### src/rtl/fsk_cid_pkg.sv
package fsk_cid_pkg;
  localparam int unsigned BUS_W  = 8;
  localparam int unsigned ADDR_W = 2;

  localparam logic [ADDR_W-1:0] ADDR_FUNC = 2'd0;
  localparam logic [ADDR_W-1:0] ADDR_STAT = 2'd1;
  localparam logic [ADDR_W-1:0] ADDR_DATA = 2'd2;

  // function register bits
  localparam int unsigned FN_RX_EN  = 2;
  localparam int unsigned FN_MODE_A = 1;
  localparam int unsigned FN_MODE_B = 5;
  // status register bits
  localparam int unsigned ST_RDY  = 2;
  localparam int unsigned ST_FERR = 3;

  typedef enum logic [1:0] {RX_HUNT, RX_START, RX_DATA, RX_STOP} rx_state_e;
endpackage

### src/rtl/fsk_cid_tick.sv
module fsk_cid_tick #(
  parameter int unsigned DIV = 2604
) (
  input  logic clk_i,
  input  logic rst_ni,
  input  logic clr_i,
  output logic tick_o
);
  localparam int unsigned CW = (DIV > 1) ? $clog2(DIV) : 1;
  localparam logic [CW-1:0] LAST = CW'(DIV - 1);

  logic [CW-1:0] cnt_q;

  always_ff @(posedge clk_i or negedge rst_ni) begin
    if (!rst_ni)                       cnt_q <= '0;
    else if (clr_i || cnt_q == LAST)   cnt_q <= '0;
    else                               cnt_q <= cnt_q + 1'b1;
  end

  assign tick_o = (cnt_q == LAST) && !clr_i;
endmodule

### src/rtl/fsk_cid_frame.sv
module fsk_cid_frame
  import fsk_cid_pkg::*;
#(
  parameter int unsigned DATA_W      = 8,
  parameter int unsigned OS_RATE     = 16,
  parameter int unsigned SYNC_STAGES = 2
) (
  input  logic              clk_i,
  input  logic              rst_ni,
  input  logic              en_i,
  input  logic              rx_bit_i,
  input  logic              carrier_i,
  input  logic              tick_i,
  output logic              start_o,
  output logic              busy_o,
  output logic              carrier_ok_o,
  output logic              byte_done_o,
  output logic [DATA_W-1:0] byte_o,
  output logic              frame_err_o
);
  localparam int unsigned OW = (OS_RATE > 1) ? $clog2(OS_RATE) : 1;
  localparam int unsigned BW = (DATA_W > 1) ? $clog2(DATA_W) : 1;
  localparam logic [OW-1:0] OS_MID  = OW'(OS_RATE / 2 - 1);
  localparam logic [OW-1:0] OS_LAST = OW'(OS_RATE - 1);
  localparam logic [BW-1:0] IDX_LAST = BW'(DATA_W - 1);

  logic [SYNC_STAGES-1:0] bit_sync_q, car_sync_q;
  logic                   bit_s, car_s, prev_q, live, centre;
  rx_state_e              state_q;
  logic [OW-1:0]          os_q;
  logic [BW-1:0]          idx_q;
  logic [DATA_W-1:0]      sh_q;

  always_ff @(posedge clk_i or negedge rst_ni) begin
    if (!rst_ni) begin
      bit_sync_q <= '1;
      car_sync_q <= '0;
      prev_q     <= 1'b1;
    end else begin
      bit_sync_q <= {bit_sync_q[SYNC_STAGES-2:0], rx_bit_i};
      car_sync_q <= {car_sync_q[SYNC_STAGES-2:0], carrier_i};
      prev_q     <= bit_s;
    end
  end

  assign bit_s  = bit_sync_q[SYNC_STAGES-1];
  assign car_s  = car_sync_q[SYNC_STAGES-1];
  assign live   = en_i && car_s;
  assign centre = tick_i && (os_q == OS_LAST);

  assign start_o = (state_q == RX_HUNT) && live && prev_q && !bit_s;

  always_ff @(posedge clk_i or negedge rst_ni) begin
    if (!rst_ni) begin
      state_q <= RX_HUNT;
      os_q    <= '0;
      idx_q   <= '0;
      sh_q    <= '0;
    end else if (state_q != RX_HUNT && !live) begin
      state_q <= RX_HUNT;  // abort
    end else begin
      unique case (state_q)
        RX_HUNT: if (start_o) begin
          state_q <= RX_START;
          os_q    <= '0;
        end
        RX_START: if (tick_i) begin
          if (os_q == OS_MID) begin
            if (!bit_s) begin
              state_q <= RX_DATA;
              os_q    <= '0;
              idx_q   <= '0;
            end else begin
              state_q <= RX_HUNT;
            end
          end else begin
            os_q <= os_q + 1'b1;
          end
        end
        RX_DATA: if (tick_i) begin
          if (centre) begin
            os_q  <= '0;
            sh_q  <= {bit_s, sh_q[DATA_W-1:1]};
            idx_q <= idx_q + 1'b1;
            if (idx_q == IDX_LAST) state_q <= RX_STOP;
          end else begin
            os_q <= os_q + 1'b1;
          end
        end
        RX_STOP: if (tick_i) begin
          if (centre) state_q <= RX_HUNT;
          else        os_q    <= os_q + 1'b1;
        end
        default: state_q <= RX_HUNT;
      endcase
    end
  end

  assign byte_o       = {bit_s, sh_q[DATA_W-1:1]};
  assign byte_done_o  = live && (state_q == RX_DATA) && centre && (idx_q == IDX_LAST);
  assign frame_err_o  = live && (state_q == RX_STOP) && centre && !bit_s;
  assign busy_o       = (state_q != RX_HUNT);
  assign carrier_ok_o = car_s;
endmodule

### src/rtl/fsk_cid_regs.sv
module fsk_cid_regs
  import fsk_cid_pkg::*;
#(
  parameter int unsigned DATA_W = 8
) (
  input  logic              clk_i,
  input  logic              rst_ni,
  input  logic              sel_i,
  input  logic              wr_i,
  input  logic [ADDR_W-1:0] addr_i,
  input  logic [BUS_W-1:0]  wdata_i,
  input  logic              byte_done_i,
  input  logic [DATA_W-1:0] byte_i,
  input  logic              frame_err_i,
  output logic [BUS_W-1:0]  rdata_o,
  output logic              rx_en_o,
  output logic              irq_o,
  output logic              rdy_o,
  output logic              ferr_o,
  output logic              stat_rd_o,
  output logic [DATA_W-1:0] data_o
);
  logic [BUS_W-1:0]  fn_q, stat;
  logic [DATA_W-1:0] data_q;
  logic              rdy_q, ferr_q, fn_wr, stat_rd;

  assign fn_wr   = sel_i && wr_i && (addr_i == ADDR_FUNC);
  assign stat_rd = sel_i && !wr_i && (addr_i == ADDR_STAT);

  always_ff @(posedge clk_i or negedge rst_ni) begin
    if (!rst_ni) begin
      fn_q   <= '0;
      data_q <= '0;
      rdy_q  <= 1'b0;
      ferr_q <= 1'b0;
    end else begin
      if (fn_wr) fn_q <= wdata_i;
      if (byte_done_i) data_q <= byte_i;
      // set wins over clear-on-read
      if (byte_done_i)  rdy_q <= 1'b1;
      else if (stat_rd) rdy_q <= 1'b0;
      if (frame_err_i)  ferr_q <= 1'b1;
      else if (stat_rd) ferr_q <= 1'b0;
    end
  end

  always_comb begin
    stat          = '0;
    stat[ST_RDY]  = rdy_q;
    stat[ST_FERR] = ferr_q;
  end

  always_comb begin
    rdata_o = '0;
    if (sel_i && !wr_i) begin
      unique case (addr_i)
        ADDR_FUNC: rdata_o = fn_q;
        ADDR_STAT: rdata_o = stat;
        ADDR_DATA: rdata_o = BUS_W'(data_q);
        default:   rdata_o = '0;
      endcase
    end
  end

  assign rx_en_o   = fn_q[FN_RX_EN] && !fn_q[FN_MODE_A] && !fn_q[FN_MODE_B];
  assign irq_o     = rdy_q || ferr_q;
  assign rdy_o     = rdy_q;
  assign ferr_o    = ferr_q;
  assign stat_rd_o = stat_rd;
  assign data_o    = data_q;
endmodule

### src/rtl/fsk_cid_rx.sv
module fsk_cid_rx
  import fsk_cid_pkg::*;
#(
  parameter int unsigned CLK_HZ  = 50_000_000,
  parameter int unsigned BAUD    = 1200,
  parameter int unsigned OS_RATE = 16,
  parameter int unsigned DATA_W  = 8
) (
  input  logic             clk_i,
  input  logic             rst_ni,
  input  logic             rx_bit_i,
  input  logic             carrier_i,
  input  logic             reg_sel_i,
  input  logic             reg_wr_i,
  input  logic [1:0]       reg_addr_i,
  input  logic [7:0]       reg_wdata_i,
  output logic [7:0]       reg_rdata_o,
  output logic             irq_o
);
  localparam int unsigned DIV_RAW = CLK_HZ / (BAUD * OS_RATE);
  localparam int unsigned DIV     = (DIV_RAW > 0) ? DIV_RAW : 1;

  logic              tick, start, busy, carrier_ok, byte_done, frame_err;
  logic              rx_en, rdy_q, ferr_q, stat_rd;
  logic [DATA_W-1:0] rx_byte, data_q;

  fsk_cid_tick #(.DIV(DIV)) u_tick (
    .clk_i  (clk_i),
    .rst_ni (rst_ni),
    .clr_i  (start),
    .tick_o (tick)
  );

  fsk_cid_frame #(.DATA_W(DATA_W), .OS_RATE(OS_RATE), .SYNC_STAGES(2)) u_frame (
    .clk_i        (clk_i),
    .rst_ni       (rst_ni),
    .en_i         (rx_en),
    .rx_bit_i     (rx_bit_i),
    .carrier_i    (carrier_i),
    .tick_i       (tick),
    .start_o      (start),
    .busy_o       (busy),
    .carrier_ok_o (carrier_ok),
    .byte_done_o  (byte_done),
    .byte_o       (rx_byte),
    .frame_err_o  (frame_err)
  );

  fsk_cid_regs #(.DATA_W(DATA_W)) u_regs (
    .clk_i       (clk_i),
    .rst_ni      (rst_ni),
    .sel_i       (reg_sel_i),
    .wr_i        (reg_wr_i),
    .addr_i      (reg_addr_i),
    .wdata_i     (reg_wdata_i),
    .byte_done_i (byte_done),
    .byte_i      (rx_byte),
    .frame_err_i (frame_err),
    .rdata_o     (reg_rdata_o),
    .rx_en_o     (rx_en),
    .irq_o       (irq_o),
    .rdy_o       (rdy_q),
    .ferr_o      (ferr_q),
    .stat_rd_o   (stat_rd),
    .data_o      (data_q)
  );
endmodule

### config.mk
export PLATFORM = sky130hd
export DESIGN_NAME = fsk_cid_rx
export DESIGN_NICKNAME = d
export VERILOG_FILES = /design/src/rtl/fsk_cid_pkg.sv /design/src/rtl/fsk_cid_tick.sv /design/src/rtl/fsk_cid_frame.sv /design/src/rtl/fsk_cid_regs.sv /design/src/rtl/fsk_cid_rx.sv
export SDC_FILE = /design/constraint.sdc
export NUM_CORES = 1
export LEC_CHECK = 0
export ABC_AREA = 0
export CELL_PAD_IN_SITES_DETAIL_PLACEMENT = 0
export CELL_PAD_IN_SITES_GLOBAL_PLACEMENT = 1
export CORE_MARGIN = 1.5
export CORE_UTILIZATION = 49
export DETAILED_ROUTE_END_ITERATION = 10
export PLACE_DENSITY_LB_ADDON = 0.1
export SLEW_MARGIN = 15
export SYNTH_ARGS = -nofsm -noshare
export SYNTH_HDL_FRONTEND = slang
export SYNTH_HIERARCHICAL = 1
export SYNTH_SLANG_ARGS = --single-unit
### constraint.sdc
create_clock -name clk_i -period 5.75 [get_ports clk_i]
set_input_delay 1.15 -clock clk_i [delete_from_list [all_inputs] [get_ports clk_i]]
set_output_delay 1.15 -clock clk_i [all_outputs]
set_load 0.005 [all_outputs]
Yosys cells after proc, flatten, opt, wreduce, memory -nomap -nowiden
Index checks and enable logic that the tools add are counted.

Register bits: 52. Bits in latches: 0. RAM bits: 0. Memory bits (read-only): 0. Bits of input ports: 16. Output and inout bits: 9. Logic and storage cells: 111. Memories kept: 0.

$add $sub $neg: 3. Multiply operators: 0. Div/mod/pow operators: 0. $lt $le $gt $ge: 0. Eq/ne operators: 26. Shift-type cells: 0. Muxes and demuxes: 32. Bitwise logic cells: 1. Reduce and logical (&&, ||, !) cells: 37.

Operator list (count): $mux 4 (8); $pmux 8 s3 (1); $ne 3x1->1 const B (7); $mux 2 (10); $logic_and 1x1->1 (19); $pmux 4 s4 (1); $mux 3 (5); $reduce_and 7->1 (2); $add 12x1->12 const B (1); $eq 12x12->1 const B (1); $mux 12 (1); $ne 2x1->1 const B (5); $mux 8 (1); $pmux 2 s4 (1); $reduce_and 8->1 (1); $reduce_bool 2->1 (4); $eq 2x2->1 const B (3); $logic_not 1->1 (6); $ne 2x2->1 const B (3); $ne 3x3->1 const B (2); $pmux 3 s2 (1); $add 4x1->4 const B (1); $eq 2x1->1 const B (2); $eq 4x3->1 const B (1); 8 further kinds (12).

Longest topological paths before layout
Gate-level depths: netlist of run 1.

Word-level depth: 14. Gate-level depth with buffers: 10. Depth with buffers taken out: 8.

Cells and area by module
The synthesis of run 1 kept the hierarchy.

By module, submodules not included: fsk_cid_frame (times used 1, cells each 89, area each 1058.5 µm², seq. area each 529.3 µm²); fsk_cid_regs (times used 1, cells each 67, area each 899.6 µm², seq. area each 450.4 µm²); fsk_cid_tick (times used 1, cells each 60, area each 623.1 µm², seq. area each 300.3 µm²).

Worst setup path after synthesis of run 1
Ideal clock, no wire load.

Path kind: input port to output port. Start: in reg_addr_i[0]. End: out reg_rdata_o[0]. Arrival: 1.780 ns. Required time: 4.600 ns. Slack: 2.820 ns. Stages on the path: 3. Buffers on the path: 1. Path through: or3b_1 > clkbuf_1 > nor2_1.

Word-level cells in the longest chain between the ends: 3. Elaborated cells between the ends (all ways): 5. Those cells by class: 2 x eq/ne; 2 x mux; 1 x reduce/logical.

Ends and longest elaborated chain: from (decl) (RTL line fsk_cid_rx.sv:15) `input logic [1:0] reg_addr_i,`; $eq 2x2->1 (tied with other cells) (RTL line fsk_cid_regs.sv:56) `unique case (addr_i)`; $pmux 8 s3 * (RTL line fsk_cid_regs.sv:56); $mux 8 * (RTL line fsk_cid_regs.sv:55) `if (sel_i && !wr_i) begin`; to (decl) (RTL line fsk_cid_rx.sv:17) `output logic [7:0] reg_rdata_o,`.

Every way passes the cells marked *; elsewhere a longest branch is shown, timed or not.

Worst setup path in the final report of run 1
Start: in reg_addr_i[1]. End: out reg_rdata_o[3].

The elaborated chain is that of the path after synthesis.

==> results of run 1 <==
worst max-delay path: stages:
cell and delay [ps]:
clkdlybuf4s50_1 700, nor2b_1 220, a211oi_1 70, a211oi_1 240
clkdlybuf4s50_1 530
layout make-up:
class,count,area share [%]
sequential,51,43.9
multi-input combinational,150,41.5
timing repair buffer,24,8.15
tap,70,3.00
clock buffer,7,2.62
inverter,5,0.644
clock inverter,1,0.172
per-layer routing:
metal | up-vias | GRT usage, % | wire length (µm)
li1 | 832 | - | -
met2 | 32 | 28.4 | 2180
met5 | - | 0 | 0
met1 | 822 | 22.9 | 2010
met4 | 0 | 6.75 | 62
met3 | 7 | 3.97 | 209
worst paths after layout:
kind | endpoint | cells after the start
min in group asynchronous | u_frame/os_q[3] | 1
min reg2reg | u_frame/bit_sync_q[1] | 0
max in group asynchronous | u_tick/cnt_q[2] | 1
max | reg_rdata_o[3] | 5
max reg2reg | u_regs/data_o[5] | 8
min | u_frame/bit_sync_q[1] | 0
state kept, by name, indices dropped and copies added, names as in the netlist, 3 cells and up:
signal and count:
u_frame/idx_q 3, u_frame/os_q 4, u_frame/sh_q 7, u_regs/fn_q 8, u_tick/cnt_q 12, u_regs/data_o 8
power by group through the flow:
stage	sequential [mW]	clock, mW	combinational, mW
3_5_place_dp	0.452	0	0.138
2_1_floorplan	0.440	0	0.102
3_3_place_gp	0.451	0	0.133
4_1_cts	0.446	0.204	0.139
6_report	0.444	0.196	0.136
5_1_grt	0.453	0.218	0.156
==> run metrics, run 1 <==
Final Power 0.776 mW; Die Y-Extent 75.5 µm; clock power share 25.3%; internal power 0.555 mW; Syn Inst Count 215; Hold Buf Count CTS 0; most frequent cells in the layout 48 x dfrtp_1, 23 x clkdlybuf4s50_1, 18 x nor2_1, 18 x mux2_2; Pre-antenna DRT Iters 4; Cell Area, Synth 2580 µm²; gpl congestion 0.791; syn nets 235; antenna cells 0; most common cell after layout, fill and taps aside dfrtp_1; Post-DP Area 2830 µm²; DP HPWL 3.22 mm; hold_ws 356 ps; Final Critical Period 4060 ps; unrepaired setup endpoints after global routing no; Finished Cell Area 2920 µm²; Layout Utilization 57.5%; postcts setup bufs 0; drt first-iter violations 83; post-route setup slack 1690 ps; Layout Cells excl Fill 308; Via density 5.50; worst flop-to-flop path startpoint u_regs/fn_q[2]; # IOs 25; first-pass GRT wire length 7.41 mm; P_leak 1.27 nW; period utilization 70.6%; final wirelength 4.47 mm; outcome finished, final reports clean; cts bufs inserted 5; Total GRT Usage 17.5%; CP Max Fanout 14; sw frac 28.5%; Max Buffers Root-to-Sink 2; TNS Setup 0 ps; clock-pin slew on the worst setup and hold paths 90 ps; vias in the first global route 1584; fmax 246 MHz; share of cells above drive strength 1 21.4%; pre-CTS WS 1690 ps; Worst setup EP type output pin; Synth warnings 6; Seq pwr share 57.2%; initial antenna violation count 0; number of port buffers 24; multi-input logic area 1210 µm²; initial core utilization 50.8%; P_sw 0.222 mW; CP required 4600 ps; reg2reg setup slack 2310 ps; pin count of the biggest net entering global routing 52; Setup-failing EPs final 0; Worst-Margin Slew 922 ps; final max-slew violation count 0; max-cap viol count 0; Max Clock Skew 8.70 ps; slew margin rel. 37.9%; startpoint type of the worst setup path primary input; die width 75.5 µm; HP Start u_frame/bit_sync_q[0]; die area 5700 µm²; Logic pwr share 17.5%; DR DRC count 0; Final nets 257; Syn-to-layout area delta 13.2%; Detail Route Antenna Nets 0; WL per Instance 14.5 µm; dpl cells 300; Crit Path Class primary input to output pin; Clk Latency, worst-skew pair 300 ps; row cnt 26; pwr/cell area 266 nW/µm²; CTS tree yes; CTS resizes 0; Peak VDD IR 0.201 mV; Mean Syn Cell Area 12.0 µm²; Vias 1693; Hold Path Class flop to flop; Sink Count 51; CP arrival 2910 ps; final hold viol count 0; Register Area 1280 µm²; GRT overflow 0; fillers 454; CTS H-tree depth 2; CP Launch Point reg_addr_i[1]; CTS Root Cell clkbuf_8; CORE AREA 5070 µm²
Power figures use the tool's default switching activity.
==> inputs of run 2 (changes only) <==
--- a/config.mk
+++ b/config.mk
@@ -9,7 +9,7 @@
 export CELL_PAD_IN_SITES_DETAIL_PLACEMENT = 0
 export CELL_PAD_IN_SITES_GLOBAL_PLACEMENT = 1
 export CORE_MARGIN = 1.5
-export CORE_UTILIZATION = 49
+export CORE_UTILIZATION = 41
 export DETAILED_ROUTE_END_ITERATION = 10
 export PLACE_DENSITY_LB_ADDON = 0.1
 export SLEW_MARGIN = 15
==> constraint.sdc (replaced) <==
create_clock -name clk_i -period 3.7 [get_ports clk_i]
set_input_delay 0.74 -clock clk_i [delete_from_list [all_inputs] [get_ports clk_i]]
set_output_delay 0.74 -clock clk_i [all_outputs]
set_load 0.005 [all_outputs]
==> run metrics, run 2 (same netlist as run 1, synthesis figures left out) <==
CP arrival 2570 ps; Crit Path Class primary input to output pin; Register Area 1280 µm²; CTS H-tree depth 2; Hold Path Class flop to flop; final wirelength 4.90 mm; hold depth 0; Seq pwr share 53.3%; slew margin rel. 42.8%; vias in the first global route 1714; Reg2Reg Depth 7; Layout Cells excl Fill 316; Detail Route Antenna Nets 0; TNS Setup 0 ps; # IOs 25; outcome finished, final reports clean; worst flop-to-flop path startpoint u_frame/bit_sync_q[1]; Pre-antenna DRT Iters 4; multi-input logic area 1210 µm²; pin count of the biggest net entering global routing 30; clock power share 29.9%; crit path buf inv count 2; number of port buffers 24; Worst-Margin Slew 850 ps; P_sw 0.366 mW; DR DRC count 0; P_leak 1.30 nW; Vias 1723; Final nets 260; CTS resizes 0; Clk Latency, worst-skew pair 310 ps; fmax 302 MHz; die area 6770 µm²; Syn-to-layout area delta 15.4%; cts bufs inserted 5; initial core utilization 43.0%; CTS Root Cell clkbuf_8; Die Y-Extent 82.3 µm; fillers 537; die width 82.3 µm; gpl congestion 0.789; Max Buffers Root-to-Sink 2; Total GRT Usage 16.3%; GRT overflow 0; sw frac 28.2%; HP Start u_frame/car_sync_q[0]; drt first-iter violations 53; first-pass GRT wire length 8.28 mm; Worst setup EP type output pin; CP Max Fanout 14; most common cell after layout, fill and taps aside dfrtp_1; row cnt 28; CORE AREA 5990 µm²; CTS tree yes; hold path endpoint u_frame/car_sync_q[1]; Setup-failing EPs final 0; Sink Count 51; pwr/cell area 437 nW/µm²; startpoint type of the worst setup path primary input; final hold viol count 0; reg2reg setup slack 710 ps; Via density 5.45; period utilization 89.4%; Logic pwr share 16.9%; share of cells above drive strength 1 23.2%; CP required 2960 ps; Peak VDD IR 0.295 mV; max reg flops 12; initial antenna violation count 0; Hold Buf Count CTS 0; antenna cells 0; DP HPWL 3.45 mm; crit-path leading delay family buffers and inverters; CP cell instances clkdlybuf4s50_1 > nor2b_1 > a211oi_1 > a211oi_1 > clkdlybuf4s50_1; dpl cells 308; Max Clock Skew 3.46 ps; Final Critical Period 3310 ps; register bank with the most flops u_tick/cnt_q; unrepaired setup endpoints after global routing no; internal power 0.932 mW; WL per Instance 15.5 µm; final max-slew violation count 0; R2R Path End u_regs/data_o[6]; max-cap viol count 0; clock-pin slew on the worst setup and hold paths 90 ps; most frequent cells in the layout 48 x dfrtp_1, 23 x clkdlybuf4s50_1, 18 x nor2_1, 18 x mux2_2; postcts setup bufs 0; Slowest-stage cell, CP clkdlybuf4s50_1; max incr delay on CP 720 ps
## run 2: cell types whose count changed in the layout (fill, tap and decap cells not counted), sizes merged
cell    before  now
clkbuf       7    5
clkinv       1    2
bufinv       0    1
buf          1    4
## run 2: metrics by stage
stage	utilization, %	cell area [µm²]	hold WS, ps	power [mW]	worst slack [ps]
after floorplan	-	2580	331	0.843	828
after global placement	47.8	2860	333	0.909	496
after detailed placement	47.8	2860	340	0.921	395
after CTS	49.6	2970	362	1.32	387
after global routing	49.6	2970	364	1.37	279
final	49.6	2970	357	1.30	391
## run 2: how the worst max path moves through the flow
stage                   startpoint               end  slack [ps]  depth (start not counted)
detailed placement   reg_addr_i[1]    reg_rdata_o[3]         400                          5
floorplan           u_regs/fn_q[2]  u_regs/data_o[0]         830                          9
global route         reg_addr_i[1]    reg_rdata_o[3]         280                          5
CTS                  reg_addr_i[1]    reg_rdata_o[3]         390                          5
finish               reg_addr_i[1]    reg_rdata_o[3]         390                          5
global placement     reg_addr_i[1]    reg_rdata_o[3]         500                          5
## run 2: cell type report
class | instances | area share [%]
inverters | 5 | 0.631
multi-input cells | 150 | 40.7
repair buffers | 27 | 8.67
flip-flops and latches | 51 | 43.0
well taps | 75 | 3.16
clock buffers | 5 | 2.31
clock inverters | 3 | 1.47
## run 2: per-layer routing
| layer | global-route usage (%) | wire [µm] | vias to the layer above |
|---|---|---|---|
| met5 | 0 | 0 | - |
| met4 | 6.10 | 63 | 0 |
| met3 | 3.08 | 200 | 5 |
| met2 | 27.2 | 2320 | 31 |
| met1 | 21.0 | 2310 | 852 |
| li1 | - | - | 835 |
## run 2: power groups by stage
stage               combinational [mW]  sequential [mW]  clock (mW)
CTS                              0.222            0.691       0.405
global route                     0.247            0.702       0.423
floorplan                        0.158            0.684           0
finish                           0.219            0.692       0.388
detailed placement               0.219            0.702           0
global placement                 0.210            0.699           0
==> inputs of run 3 (changes only) <==
--- a/config.mk
+++ b/config.mk
@@ -8,6 +8,7 @@
 export ABC_AREA = 0
 export CELL_PAD_IN_SITES_DETAIL_PLACEMENT = 0
 export CELL_PAD_IN_SITES_GLOBAL_PLACEMENT = 1
+export CORE_ASPECT_RATIO = 0.6
 export CORE_MARGIN = 1.5
 export CORE_UTILIZATION = 41
 export DETAILED_ROUTE_END_ITERATION = 10
==> run metrics, run 3 (same netlist as run 1, synthesis figures left out) <==
hold_ws 359 ps; postcts setup bufs 0; Layout Utilization 49.1%; Post-DP Area 2870 µm²; most frequent cells in the layout 48 x dfrtp_1, 23 x clkdlybuf4s50_1, 18 x nor2_1, 18 x mux2_2; Logic pwr share 16.3%; Total GRT Usage 16.3%; share of cells above drive strength 1 23.2%; pin count of the biggest net entering global routing 38; max reg flops 12; most common cell after layout, fill and taps aside dfrtp_1; Via density 5.24; Vias 1704; CORE AREA 6080 µm²; Register Area 1280 µm²; clock-pin slew on the worst setup and hold paths 90 ps; HP Start u_frame/car_sync_q[0]; Pre-antenna DRT Iters 4; CTS resizes 0; Clk Latency, worst-skew pair 310 ps; Slowest-stage cell, CP clkdlybuf4s50_1; worst flop-to-flop path startpoint u_regs/fn_q[2]; Max Clock Skew 8.02 ps; DR DRC count 0; fillers 569; Hold Buf Count CTS 0; final max-slew violation count 0; first-pass GRT wire length 8.63 mm; Worst-Margin Slew 836 ps; initial antenna violation count 0; DP HPWL 3.63 mm; sw frac 28.4%; Finished Cell Area 2990 µm²; CP cell instances clkdlybuf4s50_1 > nor2b_1 > a211oi_1 > a211oi_1 > clkdlybuf4s50_1; max incr delay on CP 720 ps; CP arrival 2560 ps; max-cap viol count 0; period utilization 89.2%; pwr/cell area 436 nW/µm²; hold depth 0; Setup-failing EPs final 0; Seq pwr share 53.3%; internal power 0.933 mW; R2R Path End u_regs/data_o[3]; number of port buffers 24; Sink Count 51; Reg2Reg Depth 9; Detail Route Antenna Nets 0; CTS Root Cell clkbuf_8; CP required 2960 ps; WL per Instance 15.5 µm; gpl congestion 0.706; Peak VDD IR 0.331 mV; P_leak 1.30 nW; Worst setup EP type output pin; Max Buffers Root-to-Sink 2; clock power share 30.5%; die width 105 µm; CTS H-tree depth 2; vias in the first global route 1705; row cnt 22; multi-input logic area 1210 µm²; unrepaired setup endpoints after global routing no; final wirelength 5.05 mm; outcome finished, final reports clean; startpoint type of the worst setup path primary input; final hold viol count 0; Hold Path Class flop to flop; CTS tree yes; fmax 303 MHz; hold path endpoint u_frame/car_sync_q[1]; CP Max Fanout 14; TNS Setup 0 ps; initial core utilization 42.4%; slew margin rel. 44.3%; Final Critical Period 3300 ps; # IOs 25; Crit Path Class primary input to output pin; reg2reg setup slack 950 ps; antenna cells 0; Die Y-Extent 64.4 µm; Final nets 260; P_sw 0.371 mW; drt first-iter violations 42; die area 6790 µm²; register bank with the most flops u_tick/cnt_q; GRT overflow 0; Syn-to-layout area delta 15.9%; cts bufs inserted 5
[run 3: cell type report]
type,instances,share of cell area (%)
inverter,5,0.628
clock buffer,5,2.30
clock inverter,3,1.55
sequential,51,42.8
tap,84,3.52
multi-input combinational,150,40.5
timing repair buffer,27,8.63
[run 3: per-layer routing]
metal	part of all wire (%)	GRT usage, %	up-vias
met5	0	0	-
met2	40	21.8	16
met1	57	25.9	849
li1	-	-	835
met4	0.50	3.08	0
met3	2.5	4.12	4
[run 3: stage by stage]
stage / setup slack (ps) / instances / total power, mW
after global routing: 262 / 325 / 1.38
after global placement: 450 / 317 / 0.914
final: 401 / 325 / 1.30
after floorplan: 828 / 215 / 0.843
after CTS: 377 / 325 / 1.32
after detailed placement: 400 / 317 / 0.918
[run 3: power by group through the flow]
stage / registers, mW / logic [mW] / clock network (mW)
detailed placement: 0.704 / 0.215 / 0
global route: 0.706 / 0.242 / 0.438
global placement: 0.704 / 0.210 / 0
finish: 0.694 / 0.212 / 0.397
floorplan: 0.684 / 0.158 / 0
CTS: 0.693 / 0.215 / 0.412
[run 3: worst max path at each step]
stage	start	endpoint	slack (ps)
after floorplan	u_regs/fn_q[2]	u_regs/data_o[0]	830
after global placement	reg_addr_i[1]	reg_rdata_o[2]	450
after detailed placement	reg_addr_i[1]	reg_rdata_o[3]	400
final	reg_addr_i[1]	reg_rdata_o[3]	400
after CTS	reg_addr_i[1]	reg_rdata_o[3]	380
after global routing	reg_addr_i[1]	reg_rdata_o[3]	260
[run 3: critical path, delay by kind of cell]
family                 cells  cell delay (ps)
AO/OA/AOI/OAI              2              330
AND/OR/NAND/NOR            1              230
buffers and inverters      2             1260
